**config.mk**
```make
export PLATFORM = sky130hd
export DESIGN_NAME = burst_bitclk_sync
export DESIGN_NICKNAME = d
export VERILOG_FILES = /design/src/rtl/bbs_pkg.sv /design/src/rtl/bbs_in_sync.sv /design/src/rtl/bbs_arm.sv /design/src/rtl/bbs_counters.sv /design/src/rtl/burst_bitclk_sync.sv
export SDC_FILE = /design/constraint.sdc
export NUM_CORES = 1
export LEC_CHECK = 0
export ABC_AREA = 1
export BUFFER_PORTS_ARGS = -buffer_cell sky130_fd_sc_hd__buf_2
export CAP_MARGIN = 20
export CORE_MARGIN = 10
export CORE_UTILIZATION = 52
export DETAILED_ROUTE_END_ITERATION = 10
export PLACE_DENSITY = 0.7
export SYNTH_ARGS = -nofsm -noshare
export SYNTH_HDL_FRONTEND = slang
export SYNTH_HIERARCHICAL = 1
export SYNTH_SLANG_ARGS = --single-unit
```
**constraint.sdc**
```tcl
create_clock -name clk -period 7.6 [get_ports clk]
set_input_delay 0.38 -clock clk [delete_from_list [all_inputs] [get_ports clk]]
set_output_delay 0.38 -clock clk [all_outputs]
set_load 0.05 [all_outputs]
```
**src/rtl/bbs_pkg.sv**
```systemverilog
package bbs_pkg;
  typedef enum logic [1:0] {
    BITS_ONE  = 2'd0,
    BITS_TWO  = 2'd1,
    BITS_FOUR = 2'd2,
    BITS_FOUR_ALT = 2'd3
  } bits_mode_e;

  function automatic logic [1:0] mode_shift(input logic [1:0] mode);
    case (bits_mode_e'(mode))
      BITS_ONE: mode_shift = 2'd0;
      BITS_TWO: mode_shift = 2'd1;
      default:  mode_shift = 2'd2;
    endcase
  endfunction
endpackage

```
**src/rtl/bbs_in_sync.sv**
```systemverilog
module bbs_in_sync #(
  parameter int W      = 2,
  parameter int STAGES = 2
) (
  input  logic         clk,
  input  logic         rst_n,
  input  logic [W-1:0] d_i,
  output logic [W-1:0] q_o
);
  logic [W-1:0] chain [STAGES+1];

  assign chain[0] = d_i;

  for (genvar s = 0; s < STAGES; s++) begin : g_stage
    always_ff @(posedge clk) begin
      if (!rst_n) chain[s+1] <= '0;
      else        chain[s+1] <= chain[s];
    end
  end

  assign q_o = chain[STAGES];
endmodule

```
**src/rtl/bbs_arm.sv**
```systemverilog
module bbs_arm (
  input  logic clk,
  input  logic rst_n,
  input  logic en_i,
  input  logic arm_reg_i,
  input  logic trig_i,
  output logic arm_evt_o,
  output logic armed_o
);
  logic en_q;
  logic reg_q;

  assign arm_evt_o = (en_i & ~en_q) | (reg_q & ~arm_reg_i);

  always_ff @(posedge clk) begin
    if (!rst_n) begin
      en_q    <= 1'b1;
      reg_q   <= 1'b0;
      armed_o <= 1'b0;
    end else begin
      en_q  <= en_i;
      reg_q <= arm_reg_i;
      if (arm_evt_o)   armed_o <= 1'b1;
      else if (trig_i) armed_o <= 1'b0;
    end
  end
endmodule

```
**src/rtl/bbs_counters.sv**
```systemverilog
module bbs_counters
  import bbs_pkg::*;
#(
  parameter int DIV_W = 15
) (
  input  logic             clk,
  input  logic             rst_n,
  input  logic             adv_i,
  input  logic             restart_i,
  input  logic [DIV_W-1:0] sym_div_i,
  input  logic [1:0]       mode_i,
  output logic             bit_clk_o,
  output logic             sym_pulse_o
);
  logic [DIV_W-1:0] bit_per;
  logic [DIV_W-1:0] half_per;
  logic [DIV_W-1:0] bcnt;
  logic [DIV_W-1:0] scnt;
  logic             bit_wrap;
  logic             sym_wrap;

  assign bit_per  = sym_div_i >> mode_shift(mode_i);
  assign half_per = bit_per >> 1;
  assign bit_wrap = (bcnt >= bit_per - DIV_W'(1));
  assign sym_wrap = (scnt >= sym_div_i - DIV_W'(1));

  always_ff @(posedge clk) begin
    if (!rst_n) begin
      bcnt        <= '0;
      scnt        <= '0;
      sym_pulse_o <= 1'b0;
    end else if (restart_i) begin
      bcnt        <= '0;
      scnt        <= '0;
      sym_pulse_o <= 1'b1;
    end else if (adv_i) begin
      bcnt        <= bit_wrap ? '0 : bcnt + DIV_W'(1);
      scnt        <= sym_wrap ? '0 : scnt + DIV_W'(1);
      sym_pulse_o <= sym_wrap;
    end else begin
      sym_pulse_o <= 1'b0;
    end
  end

  assign bit_clk_o = (bcnt < half_per);
endmodule

```
**src/rtl/burst_bitclk_sync.sv**
```systemverilog
module burst_bitclk_sync #(
  parameter int DIV_W = 15
) (
  input  logic             clk,
  input  logic             rst_n,
  input  logic             clk_en_i,
  input  logic             txclk_i,
  input  logic             txdata_i,
  input  logic             arm_reg_i,
  input  logic [DIV_W-1:0] sym_div_i,
  input  logic [1:0]       bits_mode_i,
  output logic             bit_clk_o,
  output logic             bit_fall_o,
  output logic             sym_pulse_o,
  output logic             data_o
);
  localparam int SYNC_W = 2;

  logic [SYNC_W-1:0] sync_q;
  logic              txclk_prev;
  logic              tx_rise;
  logic              trig;
  logic              armed;
  logic              arm_evt;
  logic              bclk_d;
  logic              cap_q;

  bbs_in_sync #(.W(SYNC_W), .STAGES(2)) u_sync (
    .clk   (clk),
    .rst_n (rst_n),
    .d_i   ({txdata_i, txclk_i}),
    .q_o   (sync_q)
  );

  always_ff @(posedge clk) begin
    if (!rst_n) txclk_prev <= 1'b0;
    else        txclk_prev <= sync_q[0];
  end

  assign tx_rise = sync_q[0] & ~txclk_prev;
  assign trig    = tx_rise & armed;

  bbs_arm u_arm (
    .clk       (clk),
    .rst_n     (rst_n),
    .en_i      (clk_en_i),
    .arm_reg_i (arm_reg_i),
    .trig_i    (trig),
    .arm_evt_o (arm_evt),
    .armed_o   (armed)
  );

  bbs_counters #(.DIV_W(DIV_W)) u_cnt (
    .clk         (clk),
    .rst_n       (rst_n),
    .adv_i       (clk_en_i),
    .restart_i   (trig),
    .sym_div_i   (sym_div_i),
    .mode_i      (bits_mode_i),
    .bit_clk_o   (bit_clk_o),
    .sym_pulse_o (sym_pulse_o)
  );

  always_ff @(posedge clk) begin
    if (!rst_n) begin
      bclk_d <= 1'b1;
      cap_q  <= 1'b0;
      data_o <= 1'b0;
    end else begin
      bclk_d <= bit_clk_o;
      if (tx_rise)    cap_q  <= sync_q[1];
      if (bit_fall_o) data_o <= cap_q;
    end
  end

  assign bit_fall_o = bclk_d & ~bit_clk_o;
endmodule

```
# --- After elaboration in Yosys (flattened, before gate mapping) ---
# Cells that the tools add are included.
op_classes:
  n_addsub: 4
  n_lt_le_gt_ge: 3
  eq_ne: 1
  n_shift: 1
  mux: 7
  bitwise: 11
  reduce_logical: 3
op_table:
  columns: ["op", "n"]
  rows:
  - ["adder 15 x 1 -> 15 bit (second input constant)", 2]
  - ["greater-or-equal comparator 15 bit", 2]
  - ["two-way mux 15 bit", 2]
  - ["subtractor 15 x 1 -> 15 bit (second input constant)", 2]
  - ["less-than comparator 15 x 14 -> 1 bit", 1]
  - ["right shift 15 x 2 -> 15 bit", 1]
  - ["AND 1 bit", 5]
  - ["NOT 1 bit", 5]
  - ["two-way mux 1 bit", 4]
  - ["one-hot mux 2 bit (2 select lines)", 1]
  - ["== test 2 x 1 -> 1 bit (second input constant)", 1]
  - ["zero test 2 bit", 1]
  - ["nonzero test 2 bit", 1]
  - ["OR reduction 2 bit", 1]
  - ["OR 1 bit", 1]
word_totals:
  reg_bits: 42
  input_bits: 23
  out_inout_bits: 4
  elab_cells: 42

# --- Logic depth before layout (Yosys ltp) ---
# Gate-level depths: netlist of the first run.
logic_depth:
  depth_word: 6
  mapped_depth: 22
  mapped_depth_nobuf: 20

# --- Modules after synthesis ---
# Netlist of the first run, hierarchy kept.
by_module_without_submodules:
  columns: ["mod", "instances", "cells_each", "area_each_um2"]
  rows:
  - ["bbs_counters", 1, 512, 3377.0]
  - ["burst_bitclk_sync", 1, 22, 156.4]
  - ["bbs_in_sync", 1, 14, 125.1]
  - ["bbs_arm", 1, 17, 123.9]

# --- Least setup slack after synthesis of the first run ---
# No wires, ideal clock.
synth_path:
  path_kind: "input to output"
  from: "input bits_mode_i[0]"
  to: "output bit_fall_o"
  t_arrival_ns: 2.770
  setup_slack_ns: 4.450
  path_stages: 11
  n_path_buf: 2
  cell_sequence: "buf_6 -> buf_8 -> o211ai_1 -> nand2_1 -> inv_2 -> ha_1 -> a21oi_1 -> o21a_1 -> o221ai_1 -> a21oi_1 -> nor2_2"
synth_between:
  elab_chain_len: 6
  elab_cells_between_ends: 7
synth_rtl:
  columns: ["item", "line_no", "source"]
  rows:
  - ["start: declaration", "burst_bitclk_sync.sv:11", "input logic [1:0] bits_mode_i,"]
  - ["== test 2 x 1 -> 1 bit or zero test 2 bit (tied branches)", "bbs_pkg.sv:10", "case (bits_mode_e'(mode))"]
  - ["one-hot mux 2 bit (2 select lines) *", "bbs_pkg.sv:10", null]
  - ["right shift 15 x 2 -> 15 bit *", "bbs_counters.sv:22", "assign bit_per = sym_div_i >> mode_shift(mode_i);"]
  - ["less-than comparator 15 x 14 -> 1 bit *", "bbs_counters.sv:45", "assign bit_clk_o = (bcnt < half_per);"]
  - ["named net bit_clk_o", "burst_bitclk_sync.sv:12", "output logic bit_clk_o,"]
  - ["NOT 1 bit *", "burst_bitclk_sync.sv:76", "assign bit_fall_o = bclk_d & ~bit_clk_o;"]
  - ["AND 1 bit *", "burst_bitclk_sync.sv:76", null]
  - ["end: declaration", "burst_bitclk_sync.sv:13", "output logic bit_fall_o,"]
# The timed path passes the listed nets; every way through them passes the cells marked *.

# --- Worst setup path after layout of the first run ---
layout_path:
  from: "input bits_mode_i[0]"
  to: "register u_cnt.bcnt[8]"
layout_between:
  elab_chain_len: 6
  elab_cells_between_ends: 7
layout_rtl:
  columns: ["item", "line_no", "source"]
  rows:
  - ["== test 2 x 1 -> 1 bit or zero test 2 bit (tied branches)", "bbs_pkg.sv:10", null]
  - ["one-hot mux 2 bit (2 select lines) *", "bbs_pkg.sv:10", null]
  - ["right shift 15 x 2 -> 15 bit *", "bbs_counters.sv:22", null]
  - ["subtractor 15 x 1 -> 15 bit *", "bbs_counters.sv:24", "assign bit_wrap = (bcnt >= bit_per - DIV_W'(1));"]
  - ["greater-or-equal comparator 15 bit *", "bbs_counters.sv:24", null]
  - ["two-way mux 15 bit *", "bbs_counters.sv:37", "bcnt <= bit_wrap ? '0 : bcnt + DIV_W'(1);"]
  - ["end signal: assignment", "bbs_counters.sv:37", null]
  - ["end: declaration", "bbs_counters.sv:17", "logic [DIV_W-1:0] bcnt;"]
# Every way passes the cells marked *; elsewhere a longest branch is shown, timed or not.
# A chain may end at the register's enable or synchronous reset.

==> results of run 1 <==
==> through the flow <==
step	hold WS [ps]	utilization, %	cell area, um2
finish	256	56.2	4030
detailed placement	410	54.9	3940
CTS	256	56.2	4030
floorplan	390	-	3780
global placement	396	54.9	3940
global route	265	56.2	4030
==> power breakdown <==
group | total [W] | switching (W) | internal [W]
clock network | 0.000151 | 0.0000773 | 0.0000734
logic | 0.000114 | 0.0000734 | 0.0000410
registers | 0.000228 | 0.00000384 | 0.000225
total | 0.000493 | 0.000155 | 0.000339
==> worst max-delay path by stage <==
| stage | end | slack, ps | from | cells after the start |
|---|---|---|---|---|
| 2_1_floorplan | bit_fall_o | 4450 | bits_mode_i[0] | 11 |
| 3_3_place_gp | u_cnt/bcnt[1]$_SDFFE_PP0P_ | 4420 | bits_mode_i[0] | 20 |
| 3_5_place_dp | u_cnt/bcnt[8]$_SDFFE_PP0P_ | 4280 | bits_mode_i[0] | 19 |
| 4_1_cts | u_cnt/bcnt[8]$_SDFFE_PP0P_ | 4580 | bits_mode_i[0] | 19 |
| 5_1_grt | u_cnt/bcnt[8]$_SDFFE_PP0P_ | 4210 | bits_mode_i[0] | 20 |
| 6_report | u_cnt/bcnt[8]$_SDFFE_PP0P_ | 4540 | bits_mode_i[0] | 19 |
==> area by class of cell <==
| class | count | area [um2] |
|---|---|---|
| multi-input cells | 431 | 2540 |
| flip-flops and latches | 42 | 841 |
| fillers | 731 | 3140 |
| clock inverters | 1 | 5.00 |
| well taps | 99 | 124 |
| clock buffers | 7 | 86.3 |
| inverters | 81 | 307 |
| repair buffers | 26 | 130 |
==> routing by layer <==
metal / share of wire, % / vias up / GRT usage [%]
li1: - / 1873 / -
met1: 50 / 1643 / 20.8
met2: 44 / 82 / 26.3
met3: 4.7 / 15 / 3.23
met4: 1.8 / 0 / 5.20
met5: 0 / - / 0
==> cells in the final DEF, fill, tap and decap left out, types with 2 or more instances in the layout <==
master,instances
a21oi_1,22
buf_2,26
clkbuf_8,6
dfxtp_1,42
ha_1,45
inv_1,75
inv_2,5
mux2i_1,2
nand2_1,138
nand2_2,8
nand3_1,34
nand3_2,5
nand3b_1,4
nand4_1,14
nor2_1,69
nor2_2,6
nor2_4,2
nor3_1,8
nor4_1,3
o211ai_1,3
o211ai_2,2
o21a_1,2
o21ai_0,13
o21ai_2,5
o21bai_1,2
xnor2_1,10
xor2_1,28
==> worst max-delay path, stage by stage <==
cell and delay, ps:
buf_2 310, inv_2 180, nand2_1 100, nand3_1 70, nand2_1 130, ha_1 250
nand3_2 140, inv_1 100, nand2_1 60, nand2_1 60, nand2_1 60, ha_1 290
nand2_1 100, nor4_1 290, nand2_1 80, nand3_1 60, nand2_1 50, nand2_1 400
nor2_1 100
==> state kept, by name, indices dropped and copies added (netlist names), 2 cells and up <==
name and flops:
u_cnt/scnt 15, u_sync/q_o 2, u_sync/chain 2, u_cnt/bcnt 15
==> key figures, run 1 <==
Status
  • Outcome: finished clean

Clocking
  • CTS Buf Count: 5
  • Clock latency on the worst-skew pair: 300 ps
  • # hold bufs at CTS: 0
  • CTS Root Cell: clkbuf_8
  • CTS tree: yes
  • Clk sink count: 42
  • Postcts setup bufs: 0
  • Worst-case clock buffer depth: 2
  • Clock-pin slew on the worst setup and hold paths: 80 ps
  • CTS H-Tree Depth: 2
  • Resized Gates After CTS: 0

Placed design
  • Cell total after placement: 679
  • IO Port Bufs: 26
  • HPWL after detailed placement: 7130 um
  • GPL Wtd Cong: 0.862
  • Place WS: 4280 ps

Global route
  • First-pass GRT wire length: 15400 um
  • Total GRT Usage: 16.1%
  • Vias in the first global route: 3377
  • Largest net degree at the start of global routing: 21
  • Antenna violations before repair: 0
  • Overflow after GRT: 0

STA
  • Setup violations, final: 0
  • Setup_tns: 0 ps
  • Slew headroom: 57.1%
  • Fin Clk Skew: 9.76 ps
  • Final Hold Vio Count: 0
  • Fmax: 327 MHz
  • Worst slew pin tran: 638 ps
  • Fin worst setup slack: 4540 ps
  • Final min period: 3060 ps
  • Fin crit share: 40.2%
  • Slew Limit Fails: 0
  • RSZ-0062 raised after global routing: false

Routing
  • Wirelength per Cell: 12.9 um
  • Antenna viol nets, final: 0
  • Via count: 3613
  • 1st-pass router iterations: 5
  • Drt first-iter violations: 196
  • Drt drc: 0
  • Total wire length: 8890 um
  • Vias per Instance: 5.26

Finish
  • Diodes inserted: 0
  • Layout Cells excl Fill: 687
  • Layout cells sized above 1: 11.6%
  • Fin nets: 655
  • Synth-to-Final Area Change: 6.75%

Die
  • Floorplan row count: 31
  • Top Ports: 27
  • Core Region: 7180 um2
  • Die Span X: 105 um
  • Starting Density: 52.7%
  • Full die area: 11100 um2
  • Die Ht: 105 um

Synth
  • Syn Area/Cell: 6.70 um2
  • Post-Syn Instances: 564
  • Synthesized area: 3780 um2
  • Syn_nets: 632
  • Yosys warns: 6

Min path
  • Hold path depth: 3
  • HP Class: in -> reg
  • Worst Hold End: u_sync/chain[2]$_SDFF_PN0_
  • Hold Path Origin: txclk_i

Run
  • MaxCap Viol Count: 0

Critical path
  • Setup crit end kind: flop
  • Worst EP required: 7760 ps
  • Depth of the worst register-to-register path: 9
  • RR Startpoint: u_cnt/bcnt[10]$_SDFFE_PP0P_
  • Crit path DAT: 3220 ps
  • Crit-path max FO: 20
  • Crit Path Class: in -> reg
  • Reg2reg setup slack: 5650 ps
  • Reg2reg end: data_o$_SDFFE_PN0P_
  • Critical Path Start Type: primary input

Power
  • Total Power: 0.000493 W
  • Power density over the cells: 122 nW/um2
  • VDD IR-drop max: 0.0952 mV
  • Lkg Pwr: 2.00 nW
(Power assumes the default switching activity.)
==> run 2, diff against run 1 <==
Settings changed: PLACE_DENSITY 0.7 to 0.73.
Clock period 7.6 ns to 2.6 ns, I/O delays scaled along.
==> key figures, run 2 (synthesis results as in run 1) <==
Status
  • Outcome: finished clean

Run
  • MaxCap Viol Count: 0 (unchanged)

Finish
  • Layout cells sized above 1: 15.8% (+4.2 points)
  • Final core utilization: 59.8% (+3.6 points)
  • Regs by FF count: u_cnt/bcnt x15, u_cnt/scnt x15
  • Fin nets: 675 (+3.1%)
  • Commonest cells after routing, fill and taps aside: nand2_1, inv_1, nor2_1
  • Diodes inserted: 0 (unchanged)
  • Synth-to-Final Area Change: 13.6%
  • Commonest non-fill, non-tap cell in the layout: nand2_1

Routing
  • Drt first-iter violations: 151 (-23%)
  • Total wire length: 8770 um (-1.3%)
  • Antenna viol nets, final: 0 (unchanged)
  • Drt drc: 0 (unchanged)
  • Via count: 3623 (+0.28%)
  • Vias per Instance: 5.12 (-2.6%)
  • Wirelength per Cell: 12.4 um (-4.1%)
  • 1st-pass router iterations: 4 (-1)

STA
  • Fmax: 411 MHz
  • Final Hold Vio Count: 0 (unchanged)
  • Fin Clk Skew: 3.64 ps (-6.12 ps)
  • Worst slew pin tran: 629 ps (-9.01 ps)
  • Final hold slack: 11.4 ps (-244 ps)
  • Setup_tns: 0 ps (unchanged)
  • Fin crit share: 93.5%
  • Slew headroom: 57.7% (+0.61 points)
  • Slew Limit Fails: 0 (unchanged)
  • Fin worst setup slack: 168 ps (-4380 ps)
  • Final min period: 2430 ps
  • Setup violations, final: 0 (unchanged)

Global route
  • Vias in the first global route: 3406 (+0.86%)
  • Largest net degree at the start of global routing: 21 (unchanged)
  • First-pass GRT wire length: 14900 um (-3.2%)
  • Overflow after GRT: 0 (unchanged)
  • Antenna violations before repair: 0 (unchanged)
  • Total GRT Usage: 15.7% (-0.48 points)

Critical path
  • Critical Path Start Type: primary input
  • Reg2reg end: data_o$_SDFFE_PN0P_
  • Slowest cell on the critical path: ha_1
  • Crit path DAT: 2630 ps (-590 ps)
  • Setup crit end kind: flop
  • Crit-path max FO: 15 (-25%)
  • Reg2reg setup slack: 760 ps (-4890 ps)
  • Most frequent cell on the critical path: nand2_1
  • Crit path cell chain: clkbuf_4, buf_4, nand2_1, nand3_1, nand2_2, inv_1, nor2_4, nand3_4, nor2_4, nand2_1, nand2_1, nand2_1, ha_1, nand4_1, nor3b_1, nand2_1, nand3_1, nand2_1, nand2_2, buf_12, nor2_1
  • RR Startpoint: u_cnt/bcnt[10]$_SDFFE_PP0P_
  • Worst EP required: 2790 ps (-4970 ps)
  • Max incr delay on CP: 300 ps (-100 ps)
  • Crit Path Class: in -> reg
  • Depth of the worst register-to-register path: 9 (unchanged)

Clocking
  • CTS Root Cell: clkbuf_8
  • CTS Buf Count: 5 (unchanged)
  • Clock-pin slew on the worst setup and hold paths: 80 ps (about the same)
  • Clk sink count: 42 (unchanged)
  • CTS tree: yes
  • CTS H-Tree Depth: 2 (unchanged)
  • Clock latency on the worst-skew pair: 300 ps (about the same)
  • # hold bufs at CTS: 0 (unchanged)
  • Worst-case clock buffer depth: 2 (unchanged)

Min path
  • HP Class: in -> reg
  • Worst Hold End: u_sync/chain[2]$_SDFF_PN0_
  • Hold Path Origin: txclk_i
  • Hold path depth: 3 (unchanged)

Die
  • Top Ports: 27 (unchanged)
  • Core Region: 7180 um2 (unchanged)
  • Full die area: 11100 um2 (unchanged)
  • Die Ht: 105 um (unchanged)
  • Floorplan row count: 31 (unchanged)
  • Starting Density: 52.7% (unchanged)
  • Die Span X: 105 um (unchanged)

Power
  • Power density over the cells: 365 nW/um2 (+200%)
  • NetSw: 0.000475 W (+210%)
  • Lkg Pwr: 2.12 nW (+6.1%)
  • Clock power share: 33.6% (+3.1 points)
  • Comb pwr share: 23.7% (+0.5 points)
  • VDD IR-drop max: 0.254 mV (+170%)
  • Seq pwr share: 42.6% (-3.7 points)
  • Total Power: 0.00157 W (+220%)
  • Int Power: 0.00109 W (+220%)
  • Sw frac: 30.3% (-0.99 points)

Placed design
  • HPWL after detailed placement: 7100 um (-0.49%)
  • IO Port Bufs: 26 (unchanged)
  • GPL Wtd Cong: 0.849 (-1.6%)
  • Place WS: -156 ps (-4440 ps)
## run 2: cell types whose count changed in the layout (fill, tap and decap cells not counted), moves of 2 or more
cell and change:
nand2_2 +2, nor2_1 -2, buf_12 +3, nand2_1 -2, buf_4 +17
## run 2: worst max-delay path by stage
stage,to,start,depth (start not counted)
CTS,u_cnt/bcnt[7]$_SDFFE_PP0P_,bits_mode_i[0],18
global route,u_cnt/bcnt[7]$_SDFFE_PP0P_,sym_div_i[0],22
floorplan,u_cnt/bcnt[5]$_SDFFE_PP0P_,bits_mode_i[1],21
global placement,u_cnt/bcnt[2]$_SDFFE_PP0P_,bits_mode_i[0],21
detailed placement,u_cnt/bcnt[7]$_SDFFE_PP0P_,bits_mode_i[0],18
finish,u_cnt/bcnt[2]$_SDFFE_PP0P_,bits_mode_i[0],21
## run 2: repair_timing
item | in CTS | in global routing
setup buffers | 0 | 1
endpoints found under the setup margin | 0 | 15
endpoints found under the hold margin | 0 | 0
gates resized for setup | 0 | 11
## run 2: layout make-up
| class | instances | area [um2] |
|---|---|---|
| Clock buffer | 5 | 68.8 |
| Fill cell | 702 | 2880 |
| Clock inverter | 3 | 43.8 |
| Timing Repair Buffer | 46 | 320 |
| Multi-Input combinational cell | 431 | 2590 |
| Tap cell | 99 | 124 |
| Sequential cell | 42 | 841 |
| Inverter | 81 | 309 |
## run 2: metal layers
metal	track usage (%)	up-vias	share of wire (%)
met2	26.6	55	47
met4	5.00	0	1.6
li1	-	1911	-
met3	3.05	15	3.5
met5	0	-	0
met1	19.4	1642	48
## run 2: power groups by stage
stage	Sequential [W]	Combinational, W	Clock [W]
after global routing	0.000670	0.000423	0.000565
after CTS	0.000667	0.000359	0.000544
after global placement	0.000682	0.000345	0
after floorplan	0.000680	0.000254	0
final	0.000667	0.000371	0.000527
after detailed placement	0.000682	0.000356	0
## run 2: per-stage QoR
step / area (um2) / instances
6_report: 4290 / 707
5_1_grt: 4290 / 707
4_1_cts: 4240 / 706
3_5_place_dp: 4130 / 698
3_3_place_gp: 4130 / 698
2_1_floorplan: 3780 / 564
## run 2: critical path, delay by kind of cell
family	cells	cell delay (ps)
fa+ha+maj	1	300
simple gates	16	1590
buf+inv	4	580
==> run 3, diff against run 2 <==
Settings changed: RECOVER_POWER set to 50.
==> key figures, run 3 (synthesis results as in run 1) <==
Critical path
  • Critical Path Start Type: primary input
  • Reg2reg setup slack: 600 ps (-160 ps)
  • Crit path DAT: 2630 ps (about the same)
  • Depth of the worst register-to-register path: 9 (unchanged)
  • Crit path cell chain: clkbuf_4, buf_4, nand2_1, nand3_1, nand2_2, inv_1, nor2_4, nand3_4, nor2_4, nand2_1, nand2_1, nand2_1, ha_1, nand4_1, nor3b_1, nand2_1, nand3_1, nand2_1, nand2_2, buf_12, nor2_1
  • CP top delay family: simple AND/OR/NAND/NOR gates
  • RR Startpoint: u_cnt/bcnt[10]$_SDFFE_PP0P_
  • Most frequent cell on the critical path: nand2_1
  • Slowest cell on the critical path: ha_1
  • Crit-path max FO: 15 (unchanged)
  • Setup crit end kind: flop
  • Crit Path Class: in -> reg
  • Worst EP required: 2790 ps (about the same)
  • Buf/Inv on CP: 4 (unchanged)
  • Max incr delay on CP: 300 ps (about the same)
  • Reg2reg end: data_o$_SDFFE_PN0P_

Die
  • Top Ports: 27 (unchanged)
  • Floorplan row count: 31 (unchanged)
  • Die Ht: 105 um (unchanged)
  • Full die area: 11100 um2 (unchanged)
  • Starting Density: 52.7% (unchanged)
  • Die Span X: 105 um (unchanged)
  • Core Region: 7180 um2 (unchanged)

Global route
  • Vias in the first global route: 3406 (unchanged)
  • Largest net degree at the start of global routing: 21 (unchanged)
  • Total GRT Usage: 15.7% (unchanged)
  • First-pass GRT wire length: 14900 um (unchanged)
  • Overflow after GRT: 0 (unchanged)
  • Antenna violations before repair: 0 (unchanged)

Clocking
  • # hold bufs at CTS: 0 (unchanged)
  • CTS tree: yes
  • Worst-case clock buffer depth: 2 (unchanged)
  • CTS Buf Count: 5 (unchanged)
  • Clk sink count: 42 (unchanged)
  • CTS Root Cell: clkbuf_8
  • Clock-pin slew on the worst setup and hold paths: 80 ps (about the same)
  • CTS H-Tree Depth: 2 (unchanged)
  • Clock latency on the worst-skew pair: 300 ps (about the same)

Routing
  • Vias per Instance: 5.11 (-0.33%)
  • 1st-pass router iterations: 4 (unchanged)
  • Antenna viol nets, final: 0 (unchanged)
  • Total wire length: 8770 um (about the same)
  • Via count: 3611 (-0.33%)
  • Drt drc: 0 (unchanged)
  • Wirelength per Cell: 12.4 um (about the same)
  • Drt first-iter violations: 146 (-3.3%)

STA
  • Slew Limit Fails: 0 (unchanged)
  • Fin crit share: 93.6% (about the same)
  • Final Hold Vio Count: 0 (unchanged)
  • Fin Clk Skew: 4.02 ps (+0.380 ps)
  • Fin worst setup slack: 168 ps (-0.217 ps)
  • Slew headroom: 57.7% (about the same)
  • Setup_tns: 0 ps (unchanged)
  • Final hold slack: 11.4 ps (+0.0297 ps)
  • Final min period: 2430 ps (+0.217 ps)
  • Fmax: 411 MHz (about the same)
  • Worst slew pin tran: 628 ps (-0.233 ps)
  • Setup violations, final: 0 (unchanged)

Finish
  • Diodes inserted: 0 (unchanged)
  • Fillers: 705 (+0.43%)
  • Regs by FF count: u_cnt/bcnt x15, u_cnt/scnt x15
  • Fin nets: 675 (unchanged)
  • Final core utilization: 59.5% (-0.33 points)
  • Commonest non-fill, non-tap cell in the layout: nand2_1
  • Multi-input logic area: 2580 um2 (-0.14%)
  • Layout Cells excl Fill: 707 (unchanged)
  • Synth-to-Final Area Change: 13.0%
  • Commonest cells after routing, fill and taps aside: nand2_1, inv_1, nor2_1
  • Sequential cell area: 841 um2 (unchanged)
  • Layout cells sized above 1: 15.0% (-0.82 points)

Status
  • Outcome: finished clean

Run
  • MaxCap Viol Count: 0 (unchanged)

Min path
  • Hold Path Origin: txclk_i
  • Worst Hold End: u_sync/chain[2]$_SDFF_PN0_
  • HP Class: in -> reg
  • Hold path depth: 3 (unchanged)

Placed design
  • IO Port Bufs: 26 (unchanged)
  • HPWL after detailed placement: 7100 um (unchanged)
  • Cell total after placement: 698 (unchanged)
  • GPL Wtd Cong: 0.849 (unchanged)
  • Place WS: -156 ps (unchanged)

Power
  • Power density over the cells: 366 nW/um2 (+0.35%)
  • Lkg Pwr: 2.10 nW (-0.92%)
  • VDD IR-drop max: 0.254 mV (about the same)
## run 3: cell count changes in the layout (fill, tap and decap cells not counted)
cell,change
buf_12,-1
a21oi_1,+1
clkbuf_2,+2
buf_4,-1
clkbuf_4,+1
a21oi_2,-1
clkbuf_1,+4
buf_2,-5
## run 3: timing repair
| action | 4_1_cts | 5_1_grt |
|---|---|---|
| resized for setup | 0 | 11 |
| buffers inserted | 0 | 1 |
| endpoints found under the setup margin | 0 | 15 |
## run 3: worst max-delay path by stage
stage	startpoint	endpoint	slack (ps)	cells after the start
floorplan	bits_mode_i[1]	u_cnt/bcnt[5]$_SDFFE_PP0P_	160	21
global placement	bits_mode_i[0]	u_cnt/bcnt[2]$_SDFFE_PP0P_	-110	21
detailed placement	bits_mode_i[0]	u_cnt/bcnt[7]$_SDFFE_PP0P_	-160	18
CTS	bits_mode_i[0]	u_cnt/bcnt[7]$_SDFFE_PP0P_	140	18
global route	sym_div_i[0]	u_cnt/bcnt[7]$_SDFFE_PP0P_	-60	22
finish	bits_mode_i[0]	u_cnt/bcnt[2]$_SDFFE_PP0P_	170	21
## run 3: layout make-up
| class | count | area share [%] |
|---|---|---|
| clock inverter | 3 | 1.03 |
| tap | 99 | 2.90 |
| timing repair buffer | 46 | 7.03 |
| clock buffer | 5 | 1.61 |
| inverter | 81 | 7.24 |
| multi-input combinational | 431 | 60.5 |
| sequential | 42 | 19.7 |
## run 3: worst min-delay path: cells and delay by family
family                 cells  cell delay, ps
and+or+nand+nor            1              40
buffers and inverters      2             120
## run 3: metrics by stage
stage | total power, W | instance area [um2]
floorplan | 0.000934 | 3780
CTS | 0.00157 | 4240
detailed placement | 0.00104 | 4130
global route | 0.00165 | 4270
global placement | 0.00103 | 4130
finish | 0.00156 | 4270
## run 3: report_power, final
part | leakage, nW | total [W] | internal [W] | switching [W]
registers | 0.341 | 0.000667 | 0.000656 | 0.0000112
clock network | 0.0585 | 0.000526 | 0.000288 | 0.000239
logic | 1.71 | 0.000368 | 0.000144 | 0.000224
## run 3: layer usage
layer / vias to the layer above / track usage (%) / part of all wire, %
li1: 1911 / - / -
met1: 1626 / 19.4 / 48
met2: 59 / 26.6 / 46
met3: 15 / 3.05 / 3.8
met4: 0 / 5.00 / 1.6
met5: - / 0 / 0
